--- src/rtl/burstcnt_pkg.sv ---
package burstcnt_pkg;

   typedef enum logic {
      VMODE_LOW  = 1'b0,
      VMODE_HIGH = 1'b1
   } vmode_t;

   // Clock cycles in one period of a frequency, truncated.
   function automatic int unsigned hz_to_cycles(input longint unsigned clk_hz,
                                                input longint unsigned f_hz);
      return int'(clk_hz / f_hz);
   endfunction

endpackage

--- src/rtl/burstcnt_period_meter.sv ---
module burstcnt_period_meter #(
   parameter int PER_W = 10
) (
   input  logic             clk,
   input  logic             rst_n,
   input  logic             pkt_start,
   output logic             meas_valid,
   output logic [PER_W-1:0] meas_per
);
   localparam logic [PER_W-1:0] PER_SAT = {PER_W{1'b1}};

   logic [PER_W-1:0] cnt_q;
   logic             have_ref_q;

   always_ff @(posedge clk or negedge rst_n) begin
      if (!rst_n) begin
         cnt_q      <= '0;
         have_ref_q <= 1'b0;
      end else if (pkt_start) begin
         cnt_q      <= PER_W'(1);
         have_ref_q <= 1'b1;
      end else if (cnt_q != PER_SAT) begin
         cnt_q <= cnt_q + PER_W'(1);
      end
   end

   assign meas_valid = pkt_start & have_ref_q;
   assign meas_per   = cnt_q;

   AST_PERIOD_NONZERO: assert property (@(posedge clk) disable iff (!rst_n)
      meas_valid |-> meas_per != '0) else $error("zero period measured");

   AST_NO_OVERFLOW: assert property (@(posedge clk) disable iff (!rst_n)
      (!pkt_start && cnt_q == PER_SAT) |=> cnt_q == PER_SAT) else $error("period counter wrapped");

   AST_FIRST_NO_REF: assert property (@(posedge clk) disable iff (!rst_n)
      pkt_start |=> have_ref_q) else $error("reference not kept");

endmodule

--- src/rtl/burstcnt_vs_mode.sv ---
module burstcnt_vs_mode
   import burstcnt_pkg::*;
(
   input  logic   clk,
   input  logic   rst_n,
   input  logic   vs_strobe,
   input  logic   vs_under,
   input  logic   vs_over,
   output vmode_t mode_q,
   output vmode_t mode_d
);
   always_comb begin
      mode_d = mode_q;
      if (vs_strobe) begin
         if (vs_under)
            mode_d = VMODE_LOW;
         else if (vs_over)
            mode_d = VMODE_HIGH;
      end
   end

   always_ff @(posedge clk or negedge rst_n) begin
      if (!rst_n) mode_q <= VMODE_LOW;
      else        mode_q <= mode_d;
   end

   AST_MODE_HOLD: assert property (@(posedge clk) disable iff (!rst_n)
      !vs_strobe |=> $stable(mode_q)) else $error("mode moved without strobe");

   AST_MODE_UNDER_WINS: assert property (@(posedge clk) disable iff (!rst_n)
      (vs_strobe && vs_under) |=> mode_q == VMODE_LOW) else $error("under not honoured");

   AST_MODE_GAP_HOLD: assert property (@(posedge clk) disable iff (!rst_n)
      (vs_strobe && !vs_under && !vs_over) |=> $stable(mode_q)) else $error("hysteresis band moved mode");

endmodule

--- src/rtl/burstcnt_stepper.sv ---
module burstcnt_stepper
   import burstcnt_pkg::*;
#(
   parameter int MAX_LO      = 5,
   parameter int MAX_HI      = 9,
   parameter int SPLIT_CNT   = 3,
   parameter int PCNT_W      = 4,
   parameter int PER_W       = 10,
   parameter int LR_PER      = 400,
   parameter int UP_FAST_PER = 200,
   parameter int UP_SLOW_PER = 294
) (
   input  logic              clk,
   input  logic              rst_n,
   input  logic              meas_valid,
   input  logic [PER_W-1:0]  meas_per,
   input  vmode_t            mode_q,
   input  vmode_t            mode_d,
   output logic [PCNT_W-1:0] count_q
);
   localparam logic [PCNT_W-1:0] CNT_ONE = PCNT_W'(1);
   localparam logic [PCNT_W-1:0] CNT_LO  = PCNT_W'(MAX_LO);
   localparam logic [PCNT_W-1:0] CNT_HI  = PCNT_W'(MAX_HI);
   localparam logic [PCNT_W-1:0] CNT_SPL = PCNT_W'(SPLIT_CNT);
   localparam logic [PER_W-1:0]  P_LR    = PER_W'(LR_PER);
   localparam logic [PER_W-1:0]  P_FAST  = PER_W'(UP_FAST_PER);
   localparam logic [PER_W-1:0]  P_SLOW  = PER_W'(UP_SLOW_PER);

   function automatic logic [PCNT_W-1:0] ceil_of(input vmode_t m);
      return (m == VMODE_HIGH) ? CNT_HI : CNT_LO;
   endfunction

   logic [PER_W-1:0]  up_per;
   logic [PCNT_W-1:0] cur_ceil;
   logic [PCNT_W-1:0] nxt_ceil;
   logic [PCNT_W-1:0] stepped;
   logic [PCNT_W-1:0] count_d;
   logic              go_down;
   logic              go_up;

   // Upper threshold: split by count only when the split point lies below the ceiling.
   generate
      if (SPLIT_CNT >= MAX_HI) begin : g_up_single
         assign up_per = P_FAST;
      end else begin : g_up_split
         assign up_per = (mode_q == VMODE_HIGH && count_q > CNT_SPL) ? P_SLOW : P_FAST;
      end
   endgenerate

   assign cur_ceil = ceil_of(mode_q);
   assign nxt_ceil = ceil_of(mode_d);
   assign go_down  = meas_valid && (meas_per >= P_LR) && (count_q > CNT_ONE);
   assign go_up    = meas_valid && (meas_per < P_LR) && (meas_per <= up_per) &&
                     (count_q < cur_ceil);

   always_comb begin
      stepped = count_q;
      if (go_down)
         stepped = count_q - CNT_ONE;
      else if (go_up)
         stepped = count_q + CNT_ONE;
      count_d = (stepped > nxt_ceil) ? nxt_ceil : stepped;
   end

   always_ff @(posedge clk or negedge rst_n) begin
      if (!rst_n) count_q <= CNT_LO;
      else        count_q <= count_d;
   end

   AST_COUNT_FLOOR: assert property (@(posedge clk) disable iff (!rst_n)
      count_q >= CNT_ONE) else $error("count below one");

   AST_COUNT_CEIL: assert property (@(posedge clk) disable iff (!rst_n)
      count_q <= cur_ceil) else $error("count above ceiling");

   AST_STEP_ONE: assert property (@(posedge clk) disable iff (!rst_n)
      (meas_valid && mode_d == mode_q) |=>
         (count_q == $past(count_q) || count_q == $past(count_q) + CNT_ONE ||
          count_q + CNT_ONE == $past(count_q))) else $error("step larger than one");

   AST_IDLE_STABLE: assert property (@(posedge clk) disable iff (!rst_n)
      (!meas_valid && mode_d == mode_q) |=> $stable(count_q)) else $error("count moved while idle");

endmodule

--- src/rtl/burstcnt_bundle_watch.sv ---
module burstcnt_bundle_watch #(
   parameter int WIN  = 8,
   parameter int HITS = 2
) (
   input  logic clk,
   input  logic rst_n,
   input  logic pkt_start,
   input  logic pkt_merged,
   input  logic sink_clear,
   output logic sink_req
);
   localparam int HIST_W = WIN - 1;
   localparam int CW     = $clog2(WIN + 1);

   logic [HIST_W-1:0] hist_q;
   logic [WIN-1:0]    window;
   logic [CW-1:0]     hits;
   logic              shift_en;

   assign shift_en = pkt_start & ~sink_clear;
   assign window   = {hist_q, pkt_merged};

   generate
      for (genvar i = 0; i < HIST_W; i++) begin : g_stage
         if (i == 0) begin : g_head
            always_ff @(posedge clk or negedge rst_n) begin
               if (!rst_n)          hist_q[i] <= 1'b0;
               else if (sink_clear) hist_q[i] <= 1'b0;
               else if (shift_en)   hist_q[i] <= pkt_merged;
            end
         end else begin : g_body
            always_ff @(posedge clk or negedge rst_n) begin
               if (!rst_n)          hist_q[i] <= 1'b0;
               else if (sink_clear) hist_q[i] <= 1'b0;
               else if (shift_en)   hist_q[i] <= hist_q[i-1];
            end
         end
      end
   endgenerate

   always_comb begin
      hits = '0;
      for (int k = 0; k < WIN; k++)
         hits = hits + CW'(window[k]);
   end

   always_ff @(posedge clk or negedge rst_n) begin
      if (!rst_n)
         sink_req <= 1'b0;
      else if (sink_clear)
         sink_req <= 1'b0;
      else if (shift_en) begin
         if (hits >= CW'(HITS))
            sink_req <= 1'b1;
         else if (hits == '0)
            sink_req <= 1'b0;
      end
   end

   AST_SINK_CLEAR: assert property (@(posedge clk) disable iff (!rst_n)
      sink_clear |=> (!sink_req && hist_q == '0)) else $error("clear not honoured");

   AST_SINK_HOLD: assert property (@(posedge clk) disable iff (!rst_n)
      (!pkt_start && !sink_clear) |=> $stable(sink_req)) else $error("sink moved without start");

   AST_SINK_SET: assert property (@(posedge clk) disable iff (!rst_n)
      (shift_en && $countones(window) >= HITS) |=> sink_req) else $error("sink not raised");

endmodule

--- src/rtl/burstcnt_regulator.sv ---
module burstcnt_regulator
   import burstcnt_pkg::*;
#(
   parameter longint unsigned CLK_HZ         = 10_000_000,
   parameter longint unsigned F_LOW_HZ       = 25_000,
   parameter longint unsigned F_UP_FAST_HZ   = 50_000,
   parameter longint unsigned F_UP_SLOW_HZ   = 34_000,
   parameter int              MAX_LO         = 5,
   parameter int              MAX_HI         = 9,
   parameter int              SPLIT_CNT      = 3,
   parameter int              PCNT_W         = 4,
   parameter int              BUNDLE_WIN     = 8,
   parameter int              BUNDLE_HITS    = 2
) (
   input  logic              clk,
   input  logic              rst_n,
   input  logic              pkt_start,
   input  logic              pkt_merged,
   input  logic              vs_strobe,
   input  logic              vs_under,
   input  logic              vs_over,
   input  logic              sink_clear,
   output logic [PCNT_W-1:0] pulse_target,
   output logic              sink_req
);
   localparam int LR_PER      = int'(hz_to_cycles(CLK_HZ, F_LOW_HZ));
   localparam int UP_FAST_PER = int'(hz_to_cycles(CLK_HZ, F_UP_FAST_HZ));
   localparam int UP_SLOW_PER = int'(hz_to_cycles(CLK_HZ, F_UP_SLOW_HZ));
   localparam int PER_W       = $clog2(LR_PER + 1) + 1;

   generate
      if (MAX_LO < 1 || MAX_LO > MAX_HI) begin : g_bad_ceil
         $error("ceilings must satisfy 1 <= MAX_LO <= MAX_HI");
      end
      if (MAX_HI >= (1 << PCNT_W)) begin : g_bad_width
         $error("PCNT_W too narrow for MAX_HI");
      end
      if (!(F_LOW_HZ < F_UP_SLOW_HZ && F_UP_SLOW_HZ <= F_UP_FAST_HZ)) begin : g_bad_freq
         $error("thresholds must be ordered low < slow-upper <= fast-upper");
      end
      if (UP_FAST_PER < 1) begin : g_bad_clk
         $error("clock too slow for the upper threshold");
      end
      if (BUNDLE_WIN < 2 || BUNDLE_HITS < 1 || BUNDLE_HITS > BUNDLE_WIN) begin : g_bad_win
         $error("merged-packet window parameters out of range");
      end
   endgenerate

   logic             meas_valid;
   logic [PER_W-1:0] meas_per;
   vmode_t           mode_q;
   vmode_t           mode_d;

   burstcnt_period_meter #(
      .PER_W (PER_W)
   ) u_meter (
      .clk        (clk),
      .rst_n      (rst_n),
      .pkt_start  (pkt_start),
      .meas_valid (meas_valid),
      .meas_per   (meas_per)
   );

   burstcnt_vs_mode u_mode (
      .clk       (clk),
      .rst_n     (rst_n),
      .vs_strobe (vs_strobe),
      .vs_under  (vs_under),
      .vs_over   (vs_over),
      .mode_q    (mode_q),
      .mode_d    (mode_d)
   );

   burstcnt_stepper #(
      .MAX_LO      (MAX_LO),
      .MAX_HI      (MAX_HI),
      .SPLIT_CNT   (SPLIT_CNT),
      .PCNT_W      (PCNT_W),
      .PER_W       (PER_W),
      .LR_PER      (LR_PER),
      .UP_FAST_PER (UP_FAST_PER),
      .UP_SLOW_PER (UP_SLOW_PER)
   ) u_step (
      .clk        (clk),
      .rst_n      (rst_n),
      .meas_valid (meas_valid),
      .meas_per   (meas_per),
      .mode_q     (mode_q),
      .mode_d     (mode_d),
      .count_q    (pulse_target)
   );

   burstcnt_bundle_watch #(
      .WIN  (BUNDLE_WIN),
      .HITS (BUNDLE_HITS)
   ) u_bundle (
      .clk        (clk),
      .rst_n      (rst_n),
      .pkt_start  (pkt_start),
      .pkt_merged (pkt_merged),
      .sink_clear (sink_clear),
      .sink_req   (sink_req)
   );

   AST_MODE_CLAMP: assert property (@(posedge clk) disable iff (!rst_n)
      (vs_strobe && vs_under && !pkt_start) |=> pulse_target <= PCNT_W'(MAX_LO)) else $error("clamp missed");

endmodule

--- config.mk ---
export PLATFORM = sky130hd
export DESIGN_NAME = burstcnt_regulator
export DESIGN_NICKNAME = d
export VERILOG_FILES = /design/src/rtl/burstcnt_pkg.sv /design/src/rtl/burstcnt_period_meter.sv /design/src/rtl/burstcnt_vs_mode.sv /design/src/rtl/burstcnt_stepper.sv /design/src/rtl/burstcnt_bundle_watch.sv /design/src/rtl/burstcnt_regulator.sv
export SDC_FILE = /design/constraint.sdc
export NUM_CORES = 1
export LEC_CHECK = 0
export BUFFER_PORTS_ARGS = -buffer_cell sky130_fd_sc_hd__clkbuf_2
export CAP_MARGIN = 20
export CORE_ASPECT_RATIO = 2
export CORE_MARGIN = 2
export CORE_UTILIZATION = 40
export CTS_CLUSTER_DIAMETER = 150
export DETAILED_ROUTE_END_ITERATION = 12
export PLACE_DENSITY = 0.64
export SKIP_LAST_GASP = 1
export SYNTH_ARGS = -nofsm -noshare
export SYNTH_HDL_FRONTEND = slang
export SYNTH_SLANG_ARGS = --single-unit
--- constraint.sdc ---
create_clock -name clk -period 6.11 [get_ports clk]
set_clock_uncertainty 0.2 [all_clocks]
set_input_delay 1.222 -clock clk [delete_from_list [all_inputs] [get_ports clk]]
set_output_delay 1.222 -clock clk [all_outputs]
set_load 0.02 [all_outputs]
==> flow_summary.rst <==
.. list-table::
   :header-rows: 1

   * - Metric
     - Value
   * - Outcome
     - finished clean
   * - Clock tree from TritonCTS
     - built
   * - Root Buffer Master
     - sky130_fd_sc_hd__clkbuf_8
   * - Post-synthesis cell count
     - 173
   * - Post-layout min period
     - 4.03 ns
   * - Setup repair after global routing missed its margin
     - false
   * - Worst Path Max Fanout
     - 2
   * - Library cell with the largest summed area after synthesis
     - sky130_fd_sc_hd__dfrtp_1
   * - Timing-limited maximum frequency
     - 0.248 GHz
   * - Number of I/O pins
     - 13
   * - First-pass GRT wire length
     - 5510 um
   * - Vert. Die Dim
     - 96.1 um
   * - Detail Placement HPWL
     - 2530 um
   * - Register Area
     - 603 sq um
   * - Length of the first detailed-routing pass in iterations
     - 3
   * - Post-synthesis cell type count
     - 40
   * - Synth Cell Area
     - 1700 sq um
   * - Final net count
     - 218
   * - Final period util
     - 0.660
   * - Setup crit end kind
     - flip-flop
   * - CTS Buf Count
     - 3
   * - Number of diodes
     - 0
   * - Min Hold Slack
     - 0.275 ns
   * - Overall die area
     - 4810 sq um
   * - Chip Width
     - 50.0 um
   * - Number of setup buffers added after CTS
     - 0
   * - Clock transition at the registers of the reported paths
     - 0.08 ns
   * - Critical path data required time
     - 6.06 ns
   * - Detailed-route DRC error count
     - 0
   * - Average wire length per cell after detail routing
     - 13.1 um
   * - Count of final setup violators
     - 0
   * - Count of clock tree sinks
     - 24
   * - Core Box Area
     - 4090 sq um
   * - Class of the most critical setup path
     - in -> reg
   * - Largest net degree at the start of global routing
     - 25
   * - Count of buffers inserted at the top-level ports
     - 12
   * - Syn nets
     - 204
   * - Number of design-rule violations left by the first detailed-router iteration
     - 21
   * - GRT Util Overall
     - 0.147
   * - Final total negative setup slack
     - 0 ns
   * - Initial core utilization
     - 0.415
   * - Bufs on Longest Clock Path
     - 2
   * - Via count
     - 1231
   * - Final weighted congestion in routability-driven placement
     - 0.735
   * - Area share of the leading cell type in the synthesized netlist
     - 0.325
   * - Insertion delay of the later-clocked pin in the worst-skew pair
     - 0.26 ns
   * - Top post-synthesis cells by area
     - sky130_fd_sc_hd__dfrtp_1 32%, sky130_fd_sc_hd__ha_1 14%, sky130_fd_sc_hd__inv_1 5.1%
   * - Power density of the placed cells
     - 274 nW/um^2
   * - Fraction of layout instances using a drive strength above 1
     - 0.140
   * - Critical path startpoint category
     - input pin
   * - Filler Cell Count
     - 390
   * - Number of antenna violations at the first check in global routing
     - 0
   * - Count of warnings emitted by yosys
     - 0
   * - Row count
     - 33
   * - Deepest level of the CTS H-tree
     - 1
   * - Tightest slew margin relative to the limit
     - 0.598
   * - Measured slew at the worst slew-check pin
     - 0.603 ns
   * - Number of failing hold endpoints at the final stage
     - 0
   * - Flip-flop and latch count after synthesis
     - 24
   * - Worst hold-check path type
     - reg -> reg
   * - IR Drop Worst-Case VDD
     - 0.188 mV
   * - Arrival time of the worst setup path
     - 3.99 ns
   * - Multi-input gate area
     - 995 sq um
   * - Share of the yosys chip area belonging to registers
     - 0.356
   * - Post-detailed-routing wire length
     - 3110 um
   * - Antenna-violating nets left
     - 0
   * - Mean instance size in the synthesized netlist
     - 9.80 sq um
   * - Area Overhead vs Synth
     - 10.9%
   * - Cts hold-fix bufs
     - 0
   * - Total of cells resized after clock tree synthesis
     - 0
   * - Number of vias per cell after detailed routing
     - 5.17
   * - Max-capacitance violation count
     - 0
   * - GR Overflow Total
     - 0
   * - Slew Viols, Final
     - 0
   * - Number of global-route vias before repair
     - 1290
   * - Static Leakage
     - 0.919 nW
-- sequential cells by signal (all words and copies together) (netlist names) --
register / flops
u_bundle.hist_q: 7
u_bundle.sink_req: 1
u_meter.have_ref_q: 1
u_meter.meas_per: 10
u_mode.mode_q: 1
u_step.count_q: 4
-- routing by layer --
metal,wire length (um),global-route usage
met5,0,0
met4,25,0.0486
met3,65,0.0124
met2,1780,0.294
met1,1240,0.156
-- synth_stat cells, drive strengths merged --
cell type / number
and2: 3
nand3: 9
xnor2: 2
buf: 1
clkbuf: 2
dfrtp: 22
mux2: 1
inv: 23
a22oi: 1
a21o: 2
ha: 19
nor2: 22
o311ai: 1
o21ai: 6
and3: 4
a211oi: 4
o32ai: 1
nor2b: 3
mux2i: 8
o31ai: 1
a311o: 1
dfstp: 2
a211o: 1
or4: 1
xor2: 6
nand2b: 1
a221o: 1
nor4b: 1
a21oi: 3
nor4: 1
nand4: 4
fa: 4
nand2: 5
or2: 2
nand4b: 2
nor3: 1
o221a: 2
-- layout make-up --
class / count / area share
well taps: 52 / 0.0346
flip-flops and latches: 24 / 0.321
repair buffers: 12 / 0.0319
inverters: 23 / 0.0459
multi-input cells: 123 / 0.529
clock buffers: 3 / 0.0220
clock inverters: 1 / 0.0160
-- logic make-up (layout without fill, tap and decap cells) --
| group | after synthesis | count (layout) | share of synthesized area |
|---|---|---|---|
| AOI/OAI and AO/OA | 24 | 24 | 0.118 |
| xor gates and xnor gates | 8 | 8 | 0.0458 |
| adders and majority gates | 23 | 23 | 0.187 |
| buffers and inverters | 26 | 39 | 0.0576 |
| DFF | 24 | 24 | 0.356 |
| muxes | 9 | 9 | 0.0539 |
| and+or+nand+nor | 59 | 59 | 0.182 |
-- layout by cell type (no fill, tap or decap), types with 3 or more instances in the layout --
cell,synthesis,routed
sky130_fd_sc_hd__and3_1,4,4
sky130_fd_sc_hd__and2_1,3,3
sky130_fd_sc_hd__inv_1,23,23
sky130_fd_sc_hd__fa_1,4,4
sky130_fd_sc_hd__clkbuf_8,0,3
sky130_fd_sc_hd__nand4_1,4,4
sky130_fd_sc_hd__mux2i_1,8,8
sky130_fd_sc_hd__nor2_1,22,22
sky130_fd_sc_hd__o21ai_0,6,6
sky130_fd_sc_hd__nor2b_1,3,3
sky130_fd_sc_hd__a21oi_1,3,3
sky130_fd_sc_hd__nand2_1,5,5
sky130_fd_sc_hd__xor2_1,5,5
sky130_fd_sc_hd__clkbuf_2,0,12
sky130_fd_sc_hd__ha_1,19,19
sky130_fd_sc_hd__a211oi_1,3,3
sky130_fd_sc_hd__dfrtp_1,22,22
sky130_fd_sc_hd__nand3_1,9,9
-- path summary, 6_finish.rpt --
check,start,to,slack [ns],depth (start not counted)
worst min register to register,u_meter.have_ref_q$_DFFE_PN0P_,u_meter.have_ref_q$_DFFE_PN0P_,0.27,1
worst max-delay path,pkt_merged,u_bundle.sink_req$_DFFE_PN0P_,2.08,11
worst max register to register,u_step.count_q[3]$_DFF_PN0_,u_step.count_q[0]$_DFF_PN1_,2.41,11
max in group asynchronous,rst_n,u_meter.meas_per[3]$_DFFE_PN0P_,4.57,1
min in group asynchronous,rst_n,u_bundle.hist_q[4]$_DFFE_PN0P_,0.75,1
worst min-delay path,u_meter.have_ref_q$_DFFE_PN0P_,u_meter.have_ref_q$_DFFE_PN0P_,0.27,1
-- critical path, stage by stage --
cell	delay (ns)
sky130_fd_sc_hd__clkbuf_2	0.09
sky130_fd_sc_hd__ha_1	0.27
sky130_fd_sc_hd__inv_1	0.04
sky130_fd_sc_hd__fa_1	0.49
sky130_fd_sc_hd__fa_1	0.43
sky130_fd_sc_hd__fa_1	0.43
sky130_fd_sc_hd__fa_1	0.39
sky130_fd_sc_hd__nor4b_1	0.30
sky130_fd_sc_hd__o21ai_0	0.13
sky130_fd_sc_hd__a22oi_1	0.15
sky130_fd_sc_hd__nor2_1	0.06
-- power by group --
part           leakage, nW  internal [mW]  switching, mW
combinational        0.570         0.0758          0.100
clock               0.0357         0.0875         0.0491
sequential           0.314          0.179         0.0239
-- through the flow --
step	setup slack [ns]	power, mW	std cells	area, sq um	utilization
global placement	1.88	0.379	234	1810	0.443
global route	1.83	0.558	238	1880	0.460
CTS	2.08	0.525	238	1880	0.460
finish	2.08	0.515	238	1880	0.460
detailed placement	1.79	0.384	234	1810	0.443
floorplan	2.04	0.335	173	1700	-
(Power assumes the default switching activity.)
